<file path="config.mk">
export PLATFORM = sky130hd
export DESIGN_NAME = sd_pair_packer
export DESIGN_NICKNAME = d
export VERILOG_FILES = /design/src/rtl/sd_pack_pkg.sv /design/src/rtl/sd_trs_watch.sv /design/src/rtl/sd_pair_core.sv /design/src/rtl/sd_pair_packer.sv
export SDC_FILE = /design/constraint.sdc
export NUM_CORES = 1
export LEC_CHECK = 0
export ABC_AREA = 1
export BUFFER_PORTS_ARGS = -buffer_cell sky130_fd_sc_hd__buf_2
export CORE_MARGIN = 3
export CORE_UTILIZATION = 40
export DETAILED_ROUTE_END_ITERATION = 6
export GPL_TIMING_DRIVEN = 0
export SETUP_SLACK_MARGIN = 0.2
export SLEW_MARGIN = 40
export SYNTH_ARGS = -nofsm -noshare
export SYNTH_HDL_FRONTEND = slang
export SYNTH_SLANG_ARGS = --single-unit
</file>
<file path="constraint.sdc">
create_clock -name clk -period 2 [get_ports clk]
set_clock_uncertainty 0.2 [all_clocks]
set_input_delay 0.4 -clock clk [delete_from_list [all_inputs] [get_ports clk]]
set_output_delay 0.4 -clock clk [all_outputs]
set_load 0.02 [all_outputs]
</file>
<file path="src/rtl/sd_pack_pkg.sv">
package sd_pack_pkg;
  typedef enum logic {PH_LEAD = 1'b0, PH_TRAIL = 1'b1} pair_phase_e;

  localparam int REF_WORDS = 3;
endpackage

</file>
<file path="src/rtl/sd_trs_watch.sv">
module sd_trs_watch #(
  parameter int W = 10
) (
  input  logic         clk,
  input  logic         rst,
  input  logic         smp_v,
  input  logic [W-1:0] smp,
  output logic         ref_hit
);
  import sd_pack_pkg::*;

  logic [W-1:0] hist [REF_WORDS];
  logic         head_ok;
  logic         zeros_ok;

  // hist[0] is the most recent valid sample
  always_ff @(posedge clk) begin
    if (rst) begin
      for (int i = 0; i < REF_WORDS; i++) hist[i] <= '0;
    end else if (smp_v) begin
      hist[0] <= smp;
      for (int i = 1; i < REF_WORDS; i++) hist[i] <= hist[i-1];
    end
  end

  always_comb begin
    head_ok  = (hist[REF_WORDS-1] == {W{1'b1}});
    zeros_ok = 1'b1;
    for (int i = 0; i < REF_WORDS - 1; i++)
      if (hist[i] != '0) zeros_ok = 1'b0;
  end

  assign ref_hit = smp_v && head_ok && zeros_ok;
endmodule

</file>
<file path="src/rtl/sd_pair_core.sv">
module sd_pair_core #(
  parameter int W = 10
) (
  input  logic           clk,
  input  logic           rst,
  input  logic           smp_v,
  input  logic [W-1:0]   smp,
  input  logic           ref_hit,
  output logic [2*W-1:0] word_q,
  output logic           word_v,
  output logic           lock_q
);
  import sd_pack_pkg::*;

  pair_phase_e  phase;
  logic [W-1:0] lead_q;
  logic         close_pair;

  assign close_pair = smp_v && (ref_hit || (lock_q && phase == PH_TRAIL));

  always_ff @(posedge clk) begin
    if (rst) begin
      phase  <= PH_LEAD;
      lead_q <= '0;
      word_q <= '0;
      word_v <= 1'b0;
      lock_q <= 1'b0;
    end else begin
      word_v <= 1'b0;
      if (close_pair) begin
        word_q <= {smp, lead_q};
        word_v <= 1'b1;
        phase  <= PH_LEAD;
      end else if (smp_v) begin
        lead_q <= smp;
        phase  <= PH_TRAIL;
      end
      if (ref_hit) lock_q <= 1'b1;
    end
  end
endmodule

</file>
<file path="src/rtl/sd_pair_packer.sv">
module sd_pair_packer #(
  parameter int SAMPLE_W = 10,
  localparam int BUS_W = 2 * SAMPLE_W
) (
  input  logic             clk,
  input  logic             rst,
  input  logic [BUS_W-1:0] in_data,
  input  logic             in_valid,
  output logic [BUS_W-1:0] out_data,
  output logic             out_valid,
  output logic             locked
);
  logic [SAMPLE_W-1:0] smp;
  logic [SAMPLE_W-1:0] unused_hi;
  logic                ref_hit;

  assign smp       = in_data[SAMPLE_W-1:0];
  assign unused_hi = in_data[BUS_W-1:SAMPLE_W];

  sd_trs_watch #(.W(SAMPLE_W)) watch_i (
    .clk(clk), .rst(rst), .smp_v(in_valid), .smp(smp), .ref_hit(ref_hit)
  );

  sd_pair_core #(.W(SAMPLE_W)) core_i (
    .clk(clk), .rst(rst), .smp_v(in_valid), .smp(smp), .ref_hit(ref_hit),
    .word_q(out_data), .word_v(out_valid), .lock_q(locked)
  );
endmodule

</file>
After elaboration in Yosys (flattened, before gate mapping)
Memories as Yosys holds them, arrays and structs flattened.
Cells that the tools add are included.
{"block": "word_totals", "latch_bits": 0, "memories": 1, "mem_bits_ro": 0, "elab_cells": 31, "ramBits": 30, "input_bits": 23, "reg_bits": 33}
{"block": "classes", "n_div": 0, "bitwise_logic": 4, "n_lt_le_gt_ge": 0, "add_sub_neg": 0, "n_reduce_logical": 9, "shifts": 0, "n_mul": 0, "n_mux": 11, "n_eq_ne": 1}
{"memory": "watch_i.hist", "depth": 3, "width": 10, "rd": 3, "rd_ports_with_merged_regs": 0, "write_ports": 3, "line_no": "sd_trs_watch.sv:12", "text": "logic [W-1:0] hist [REF_WORDS];"}
{"op": "2-to-1 mux 10 bit", "n": 3}
{"op": "nonzero test 10 bit", "n": 2}
{"op": "== test 10 bit (second input constant)", "n": 1}
{"op": "2-to-1 mux 1 bit", "n": 8}
{"op": "logical AND 1 bit", "n": 4}
{"op": "OR 1 bit", "n": 3}
{"op": "AND reduction 2 bit", "n": 1}
{"op": "OR reduction 2 bit", "n": 1}
{"op": "logical OR 1 bit", "n": 1}
{"op": "NOT 1 bit", "n": 1}

Longest topological paths before layout
Gate-level depths: netlist of the first run.
{"block": "logic_depth", "word_depth": 8, "ltp_mapped": 11, "mapped_depth_nobuf": 10}

Cells and area by module
A second synthesis of the first run with hierarchy kept.
{"block": "hier_totals", "hier_cells": 320, "hier_area_um2": 2726.4}
{"module": "sd_pair_core", "instances": 1, "area_per_inst_um2": 1442.6, "seq_area_each_um2": 660.6, "cells_per_inst": 190}
{"module": "sd_trs_watch", "instances": 1, "area_per_inst_um2": 1283.7, "seq_area_each_um2": 900.9, "cells_per_inst": 130}

Worst setup path before layout of the first run
No wires, ideal clock.
{"block": "synth_path", "kind": "input to register", "start": "input rst", "end": "memory watch_i.hist[0][0], enable pin", "stages": 3, "path_slack_ns": -0.008, "t_arrival_ns": 1.343, "path_cell_list": "inv_1 clkbuf_1 nand2_1"}
{"element": "start: declaration", "line_no": "sd_pair_packer.sv:6", "text": "input logic rst,"}
{"element": "end: declaration", "line_no": "sd_trs_watch.sv:12"}

==> out/metrics.yaml, run 1 <==
die:
  die_area_sq_mm: 0.00738
  die_w_microns: 85.9
  start_util_pct: 42.1
  core_sq_mm: 0.00606
  io_pins: 45
  dieHeight_microns: 85.9
  rows: 28
cts:
  clockBufferDepth: 2
  path_clk_slew_ns: 0.07
  clkSinkCount: 63
  holdBufCountCts: 0
  cts_htree_levels: 3
  cts_buffers: 9
  cts_root_buf: "clkbuf_8"
  post_cts_buffers: 0
  cts_tree: "yes"
  clk_latency_ns: 0.34
synth:
  synth.cell_area_sq_mm: 0.00255
  synth_nets: 324
  yosysUniqueCellTypes: 15
  ys_seq_area_share_pct: 61.2
  yosysWarningCount: 0
  ys_ff_latch: 63
  post_synth.cell_area_avg_sq_um: 8.48
  synth_cells: 301
finish:
  num_antenna_cells: 0
  multi_input_area_sq_um: 729
  final_common_cell: "nand2_1"
  layout.nets: 369
  fillCellCount: 600
  syn_to_final_growth_pct: 19.9
  most-common-layout-cells: "nand2_1, inv_1, nor2_1"
  drive_above_1_share_pct: 17.7
  finish.utilization_pct: 50.5
  ff_latch_area_sq_mm: 0.00156
critical_path:
  critPathTopFamily: "simple AND/OR/NAND/NOR gates"
  rrSetupSlack_ns: 0.36
  critical_path_buf_inv_count: 2
  worstPathArrival_ns: 1.67
  crit_path_end_kind: "flip-flop"
  worst-setup-path-type: "reg2reg"
  crit_required_ns: 2.03
  crit_path_max_incr_delay_ns: 0.37
  crit_path_max_fanout: 10
  cp_cell_sequence: "inv_1, nand2_1, nor2_1, nand2_1, nor2_2, nand2_2, nand2_2, nand2_2, buf_6, nand3_1, nand2_1"
  worst_path_max_delay_cell: "edfxtp_1"
  startpoint_type: "flip-flop"
global_route:
  antenna_found_initial: 0
  grt_max_degree: 31
  grt_util_met1_pct: 18.8
  grtUsageMet2_pct: 24.4
  grtUsageTotal_pct: 15.2
  grt.overflow.total: 0
  gr-max-usage-layer: "met2"
  first_global_vias: 1887
  grt_pass1_wl_microns: 8470
  use_met3_pct: 4.51
timing:
  whs_ns: 0.0638
  hold_viol: 0
  rsz0062_at_grt: "no"
  setup_violations: 0
  fin_crit_sh_pct: 82.0
  maxClockFrequency_mhz: 610
  max_slew_margin_pct: 66.5
  post-route-min-period_ns: 1.64
  worstMarginPinSlew_ns: 0.503
  drv_slew: 0
route:
  vias: 1917
  wl_per_cell_microns: 12.1
  drtIter0Drc: 92
  drc: 0
  drt-total-wl_microns: 5160
  viasPerCell: 4.50
  drt_first_pass_iters: 4
  final_antenna_net_count: 0
power:
  peakVddDrop_v: 0.000429
  p_total_uw: 2780
  p_per_area_mw_per_mm2: 909
  p_leak_uw: 0.00155
job:
  drv_cap: 0
min_path:
  min_path_type: "in2reg"
placement:
  dp_hpwl_microns: 3650
  gp_congestion: 0.848
  place.port_buffers: 34
outcome:
  status: "complete, no violations"
-- worst register-to-register path, stage by stage, from the launching register on --
cell and delay [ns]:
edfxtp_1 0.37, inv_1 0.08, nand2_1 0.06, nor2_1 0.08, nand2_1 0.06, nor2_2 0.13, nand2_2 0.10, nand2_2 0.09
nand2_2 0.09, buf_6 0.16, nand3_1 0.07, nand2_1 0.06
-- cell families after synthesis --
family | count (synthesis) | share of synthesized area, %
simple gates | 169 | 27.8
buf+inv | 68 | 10.8
flops | 63 | 61.2
compound gates | 1 | 0.196
-- cell usage after synthesis (all sizes together) --
library cell | count | share of area, %
nand4 | 10 | 2.5
edfxtp | 30 | 35
a21oi | 1 | 0.20
nand2 | 72 | 11
nor2 | 55 | 8.1
dfxtp | 33 | 26
nand3 | 32 | 6.5
buf | 7 | 1.9
clkbuf | 7 | 1.0
inv | 54 | 7.9
-- registers in the layout (all words and copies together) (netlist names) --
signal	flops
core_i.lock_q	1
core_i.word_v	1
core_i.phase	1
core_i.word_q	20
core_i.lead_q	10
watch_i.hist	30
-- through the flow --
stage | setup TNS (ns) | area, sq um | cells | setup WS (ns)
after floorplan | 0 | 2550 | 301 | 0.281
after global placement | -5.37 | 2820 | 410 | -0.180
after detailed placement | -5.93 | 2820 | 410 | -0.198
after CTS | 0 | 3050 | 426 | 0.290
after global routing | 0 | 3060 | 426 | 0.206
final | 0 | 3060 | 426 | 0.360
-- timing repair --
item	in CTS	in global routing
endpoints found under the setup margin	30	24
pin swaps	0	1
cloned	0	0
resized for setup	1	3
-- worst paths after layout --
path	end	startpoint	cells past startpoint
worst max-delay path	core_i.word_q[2]	watch_i.hist[0][0]	11
worst min-delay path	core_i.lock_q	rst	2
worst max register to register	core_i.word_q[2]	watch_i.hist[0][0]	11
worst min register to register	core_i.word_q[11]	core_i.word_q[11]	2
-- cell type report --
| cell class | count | share of cell area, % |
|---|---|---|
| Clock buffer | 12 | 6.50 |
| Sequential cell | 63 | 51.0 |
| Timing Repair Buffer | 34 | 5.56 |
| Multi-Input combinational cell | 170 | 23.8 |
| Clock inverter | 4 | 0.941 |
| Buffer | 14 | 2.41 |
| Inverter | 54 | 6.63 |
| Tap cell | 75 | 3.07 |
-- per-layer routing --
layer / share of wire (%) / vias to the layer above
met2: 47 / 39
met5: 0 / -
met4: 1.7 / 0
met1: 45 / 854
li1: - / 1016
met3: 5.7 / 8
-- where the power goes --
| group | internal, uW | switching, uW |
|---|---|---|
| sequential | 1410 | 19.8 |
| combinational | 46.7 | 107 |
| clock | 682 | 518 |
| total | 2140 | 644 |
Power figures use the tool's default switching activity.
==> inputs of run 2 (changes only) <==
Clock period 2 ns to 1.49 ns, I/O delays scaled along.
==> run 2 against run 1 <==
The flow now finishes with violations (setup timing). Power increased by 31%. Maximum frequency decreased by 5.3%. Clock-buffer cell count decreased by 3. Sequential share of layout area decreased by 5.9 points. Cell count increased by 4.0%. Critical endpoint is now core_i.word_q[0]. Combinational power increased by 67%. First-iteration DRC count decreased by 20%. Routed wire length increased by 15%. Via count increased by 6.9%. Critical path depth unchanged. Non-clock buffer count increased by 16.
==> out/metrics.yaml, run 2 (synthesis gave the netlist of run 1 again) <==
finish:
  largest_reg_flops: 30  # unchanged
  fillCellCount: 557  # -7.2%
  layout.nets: 386  # +4.6%
  syn_to_final_growth_pct: 37.9
  num_antenna_cells: 0  # unchanged
  drive_above_1_share_pct: 39.4  # +22 points
  ff_latch_area_sq_mm: 0.00159  # +1.8%
  final_common_cell: "nand2_1"
  regMostFlops: "watch_i.hist"
  multi_input_area_sq_um: 886  # +21%
  most-common-layout-cells: "nand2_1, nor2_1, inv_1"
  finish.utilization_pct: 58.1  # +7.6 points
  stdcell_count: 443  # +4.0%
  reg.largest.list: "watch_i.hist (30), core_i.word_q (20), core_i.lead_q (10)"
timing:
  rsz0062_at_grt: "yes"
  maxClockFrequency_mhz: 578  # -5.3%
  setup_tns_ns: -6.07  # -6.07 ns
  max_slew_margin_pct: 57.8  # -8.7 points
  hold_viol: 0  # unchanged
  drv_slew: 0  # unchanged
  worstMarginPinSlew_ns: 0.633  # +0.130 ns
  fin_crit_sh_pct: 116  # +34 points
  post-route-min-period_ns: 1.73  # +0.0912 ns
  setup_ws_ns: -0.241  # -0.601 ns
  whs_ns: 0.123  # +0.0592 ns
  setup_violations: 32  # +32
die:
  dieHeight_microns: 85.9  # unchanged
  rows: 28  # unchanged
  start_util_pct: 42.1  # unchanged
  io_pins: 45  # unchanged
  core_sq_mm: 0.00606  # unchanged
  die_area_sq_mm: 0.00738  # unchanged
  die_w_microns: 85.9  # unchanged
critical_path:
  crit_required_ns: 1.57  # -0.46 ns
  worst-setup-path-type: "reg2reg"
  startpoint: "watch_i.hist[0][15]"
  reg2regPathDepth: 11  # unchanged
  crit_path_max_fanout: 5  # -5
  worstPathArrival_ns: 1.81  # +0.14 ns
  crit_path_end_kind: "flip-flop"
  r2r-end: "core_i.word_q[0]"
  critPathCapture: "core_i.word_q[0]"
  startpoint_type: "flip-flop"
  rrSetupSlack_ns: -0.24  # -0.60 ns
  r2r-start: "watch_i.hist[0][15]"
route:
  vias: 2050  # +6.9%
  drt_first_pass_iters: 4  # unchanged
  drt-total-wl_microns: 5930  # +15%
  drc: 0  # unchanged
  wl_per_cell_microns: 13.4  # +11%
  drtIter0Drc: 74  # -20%
  final_antenna_net_count: 0  # unchanged
  viasPerCell: 4.63  # +2.8%
outcome:
  violations: "setup timing"
  status: "finished, violations left"
placement:
  gp_congestion: 0.879  # +3.6%
  dp.cells: 410  # unchanged
  place.port_buffers: 34  # unchanged
  dp_hpwl_microns: 3680  # +0.99%
power:
  peakVddDrop_v: 0.000704  # +64%
  p_total_uw: 3640  # +31%
  p_per_area_mw_per_mm2: 1030  # +14%
  p_leak_uw: 0.00169  # +8.7%
cts:
  cts_tree: "yes"
  path_clk_slew_ns: 0.08  # about the same
  cts_buffers: 9  # unchanged
  clockBufferDepth: 2  # unchanged
  cts_root_buf: "clkbuf_8"
  clk_latency_ns: 0.34  # about the same
  cts_htree_levels: 3  # unchanged
  clkSinkCount: 63  # unchanged
job:
  drv_cap: 0  # unchanged
global_route:
  first_global_vias: 2052  # +8.7%
  grtUsageTotal_pct: 16.9  # +1.7 points
  grt_pass1_wl_microns: 9450  # +12%
  grt_max_degree: 31  # unchanged
  grt.overflow.total: 0  # unchanged
  antenna_found_initial: 0  # unchanged
min_path:
  min_path_type: "in2reg"
run 2: worst max-delay path: stages (launching register included):
cell and delay, ns:
edfxtp_1 0.38, inv_2 0.07, nand2_1 0.06, nor2_2 0.13, nand2_2 0.08, nor2_4 0.14
nand2_4 0.09, nand2_4 0.12, buf_4 0.13, buf_6 0.11, nand3_1 0.08, nand2_1 0.09
run 2: final cells by class:
| cell class | count | area share (%) |
|---|---|---|
| plain buffers | 14 | 2.81 |
| clock buffers | 9 | 3.52 |
| clock inverters | 7 | 1.95 |
| inverters | 54 | 5.76 |
| multi-input cells | 171 | 25.2 |
| flip-flops and latches | 63 | 45.1 |
| well taps | 75 | 2.67 |
| repair buffers | 50 | 13.0 |
run 2: layer usage:
metal / wire [microns] / GRT usage (%) / part of all wire, % / vias up
li1: - / - / - / 1058
met4: 49 / 7.05 / 0.83 / 0
met2: 3060 / 28.2 / 52 / 45
met5: 0 / 0 / 0 / -
met3: 246 / 5.38 / 4.1 / 4
met1: 2580 / 20.0 / 43 / 943
run 2: where the power goes:
part / internal, uW / total (uW) / switching (uW)
registers: 1890 / 1920 / 28.6
logic: 84.9 / 255 / 170
clock network: 775 / 1470 / 694
total: 2750 / 3640 / 892
run 2: how the worst min path moves through the flow:
stage / from / to / slack (ns) / cells past startpoint
2_1_floorplan: rst / core_i.lock_q / 0.17 / 1
3_3_place_gp: core_i.word_q[1] / core_i.word_q[1] / 0.25 / 2
3_5_place_dp: core_i.word_q[5] / core_i.word_q[5] / 0.25 / 2
4_1_cts: rst / core_i.lock_q / -0.06 / 2
5_1_grt: in_data[9] / core_i.word_q[19] / 0.12 / 5
6_report: rst / core_i.word_q[19] / 0.12 / 4
run 2: through the flow:
step                      setup WS [ns]  cell area [sq um]
after floorplan                 0.00711               2570
after global placement           -0.271               2830
after detailed placement         -0.319               2830
after CTS                        -0.172               3270
after global routing             -0.329               3520
final                            -0.241               3520
run 2: repair_timing:
item / 4_1_cts / 5_1_grt
pin swaps: 3 / 24
setup endpoints to repair: 85 / 67
gates resized for setup: 73 / 60
buffers inserted: 5 / 7
gates cloned: 2 / 2
hold endpoints to repair: 2 / 2
==> inputs of run 3 (changes only) <==
Settings changed: CELL_PAD_IN_SITES_DETAIL_PLACEMENT from default to 0, CELL_PAD_IN_SITES_GLOBAL_PLACEMENT from default to 1, PLACE_DENSITY_LB_ADDON from default to 0.1.
Clock period 1.49 ns to 1.9 ns, I/O delays scaled along.
==> run 3 against run 2 <==
The run now ends clean. Non-clock buffer count fell by 16. Register-to-register slack better by 0.48 ns. Die area is the same. Power down 17%. Critical path depth stayed put. Critical endpoint is now core_i.word_q[8]. Highest routed layer unchanged.
==> out/metrics.yaml, run 3 (synthesis gave the netlist of run 1 again) <==
outcome:
  status: "complete, no violations"
finish:
  most-common-layout-cells: "nand2_1, inv_1, nor2_1"
  num_antenna_cells: 0  # unchanged
  final_common_cell: "nand2_1"
  syn_to_final_growth_pct: 21.2
  fillCellCount: 641  # +15%
  largest_reg_flops: 30  # unchanged
  drive_above_1_share_pct: 17.7  # -22 points
  regMostFlops: "watch_i.hist"
  reg.largest.list: "watch_i.hist (30), core_i.word_q (20), core_i.lead_q (10)"
  layout.nets: 369  # -4.4%
min_path:
  min_path_cells: 2  # -2
  hold_end: "core_i.lock_q"
  min_path_type: "in2reg"
  min_from: "rst"
timing:
  setup_ws_ns: 0.240  # +0.481 ns
  drv_slew: 0  # unchanged
  worstMarginPinSlew_ns: 0.520  # -0.112 ns
  max_slew_margin_pct: 65.3  # +7.5 points
  post-route-min-period_ns: 1.66  # -0.0713 ns
  rsz0062_at_grt: "yes"
  setup_violations: 0  # -100%
  fin_crit_sh_pct: 87.4  # -29 points
  whs_ns: 0.0580  # -0.0650 ns
  hold_viol: 0  # unchanged
  maxClockFrequency_mhz: 602  # +4.3%
route:
  drc: 0  # unchanged
  drt-total-wl_microns: 5420  # -8.6%
  drt_first_pass_iters: 4  # unchanged
  vias: 1951  # -4.8%
  viasPerCell: 4.58  # -1.0%
  final_antenna_net_count: 0  # unchanged
  wl_per_cell_microns: 12.7  # -5.0%
  drtIter0Drc: 70  # -5.4%
power:
  p_leak_uw: 0.00157  # -6.6%
  p_per_area_mw_per_mm2: 981  # -5.2%
  peakVddDrop_v: 0.000534  # -24%
critical_path:
  rrSetupSlack_ns: 0.24  # +0.48 ns
  r2r-start: "watch_i.hist[0][19]"
  crit_required_ns: 1.93  # +0.36 ns
  reg2regPathDepth: 11  # unchanged
  startpoint: "watch_i.hist[0][19]"
  crit_path_max_fanout: 10  # +5
  worstPathArrival_ns: 1.69  # -0.12 ns
  startpoint_type: "flip-flop"
  worst-setup-path-type: "reg2reg"
  crit_path_end_kind: "flip-flop"
  r2r-end: "core_i.word_q[8]"
job:
  drv_cap: 0  # unchanged
cts:
  clkSinkCount: 63  # unchanged
  path_clk_slew_ns: 0.07  # about the same
  cts_htree_levels: 3  # unchanged
  holdBufCountCts: 0
  post_cts_buffers: 0  # -5
  clk_latency_ns: 0.33  # about the same
  cts_tree: "yes"
  clockBufferDepth: 2  # unchanged
  cts_root_buf: "clkbuf_8"
  cts_buffers: 9  # unchanged
placement:
  dp_hpwl_microns: 3890  # +5.6%
  gp_congestion: 0.774  # -12%
  place.port_buffers: 34  # unchanged
  post-place-ws_ns: -0.277  # +0.0426 ns
global_route:
  grt_pass1_wl_microns: 8890  # -5.9%
  grt.overflow.total: 0  # unchanged
  grt_max_degree: 31  # unchanged
  antenna_found_initial: 0  # unchanged
  grtUsageTotal_pct: 16.2  # -0.69 points
  first_global_vias: 1919  # -6.5%
die:
  io_pins: 45  # unchanged
  start_util_pct: 42.1  # unchanged
  die_w_microns: 85.9  # unchanged
  rows: 28  # unchanged
  dieHeight_microns: 85.9  # unchanged
  die_area_sq_mm: 0.00738  # unchanged
  core_sq_mm: 0.00606  # unchanged
[run 3: worst max path at each step]
stage | depth (start not counted) | to | slack (ns)
after floorplan | 3 | watch_i.hist[0][0] | 0.20
after global placement | 4 | watch_i.hist[0][27] | -0.27
after detailed placement | 4 | watch_i.hist[0][27] | -0.28
after CTS | 10 | core_i.word_q[1] | 0.21
after global routing | 11 | core_i.word_q[5] | 0.07
final | 11 | core_i.word_q[8] | 0.24
[run 3: metal layers]
layer	global-route usage, %	vias up	wire, microns
met3	3.27	12	236
met2	27.0	42	2660
met1	18.7	875	2350
met4	10.8	0	176
met5	0	-	0
li1	-	1022	-
[run 3: report_power, final]
part / leakage [uW] / total, uW / internal, uW / switching (uW)
logic: 0.000862 / 166 / 50.4 / 115
registers: 0.000599 / 1510 / 1480 / 22.7
clock network: 0.000112 / 1360 / 870 / 493
total: 0.00157 / 3040 / 2400 / 631
[run 3: metrics by stage]
step / instances / util [%] / setup TNS, ns / instance area, sq um / power [uW]
finish: 426 / 51.1 / 0 / 3090 / 3040
CTS: 426 / 50.5 / 0 / 3060 / 3070
floorplan: 301 / - / 0 / 2550 / 1640
detailed placement: 410 / 46.5 / -8.27 / 2820 / 1700
global route: 426 / 51.1 / 0 / 3090 / 3160
global placement: 410 / 46.5 / -8.03 / 2820 / 1700
[run 3: final cells by class]
class / count / area [sq um] / share of cell area (%)
sequential: 63 / 1560 / 50.5
multi-input combinational: 170 / 757 / 24.5
inverter: 54 / 203 / 6.55
timing repair buffer: 34 / 170 / 5.50
clock buffer: 12 / 135 / 4.37
clock inverter: 4 / 93.8 / 3.03
tap: 75 / 93.8 / 3.03
buffer: 14 / 80.1 / 2.59
[run 3: timing repair]
action | in CTS | in global routing
endpoints found under the setup margin | 60 | 33
endpoints found under the hold margin | 0 | 0
pin swaps | 1 | 3
gates resized for setup | 4 | 11
[run 3: worst max-delay path, stage by stage (launching register included)]
cell      delay, ns
edfxtp_1       0.37
inv_2          0.06
nand2_1        0.05
nor2_1         0.11
nand2_1        0.07
nor2_2         0.16
nand2_4        0.10
nand2_4        0.08
nand2_4        0.07
buf_6          0.15
nand3_1        0.07
nand2_1        0.05
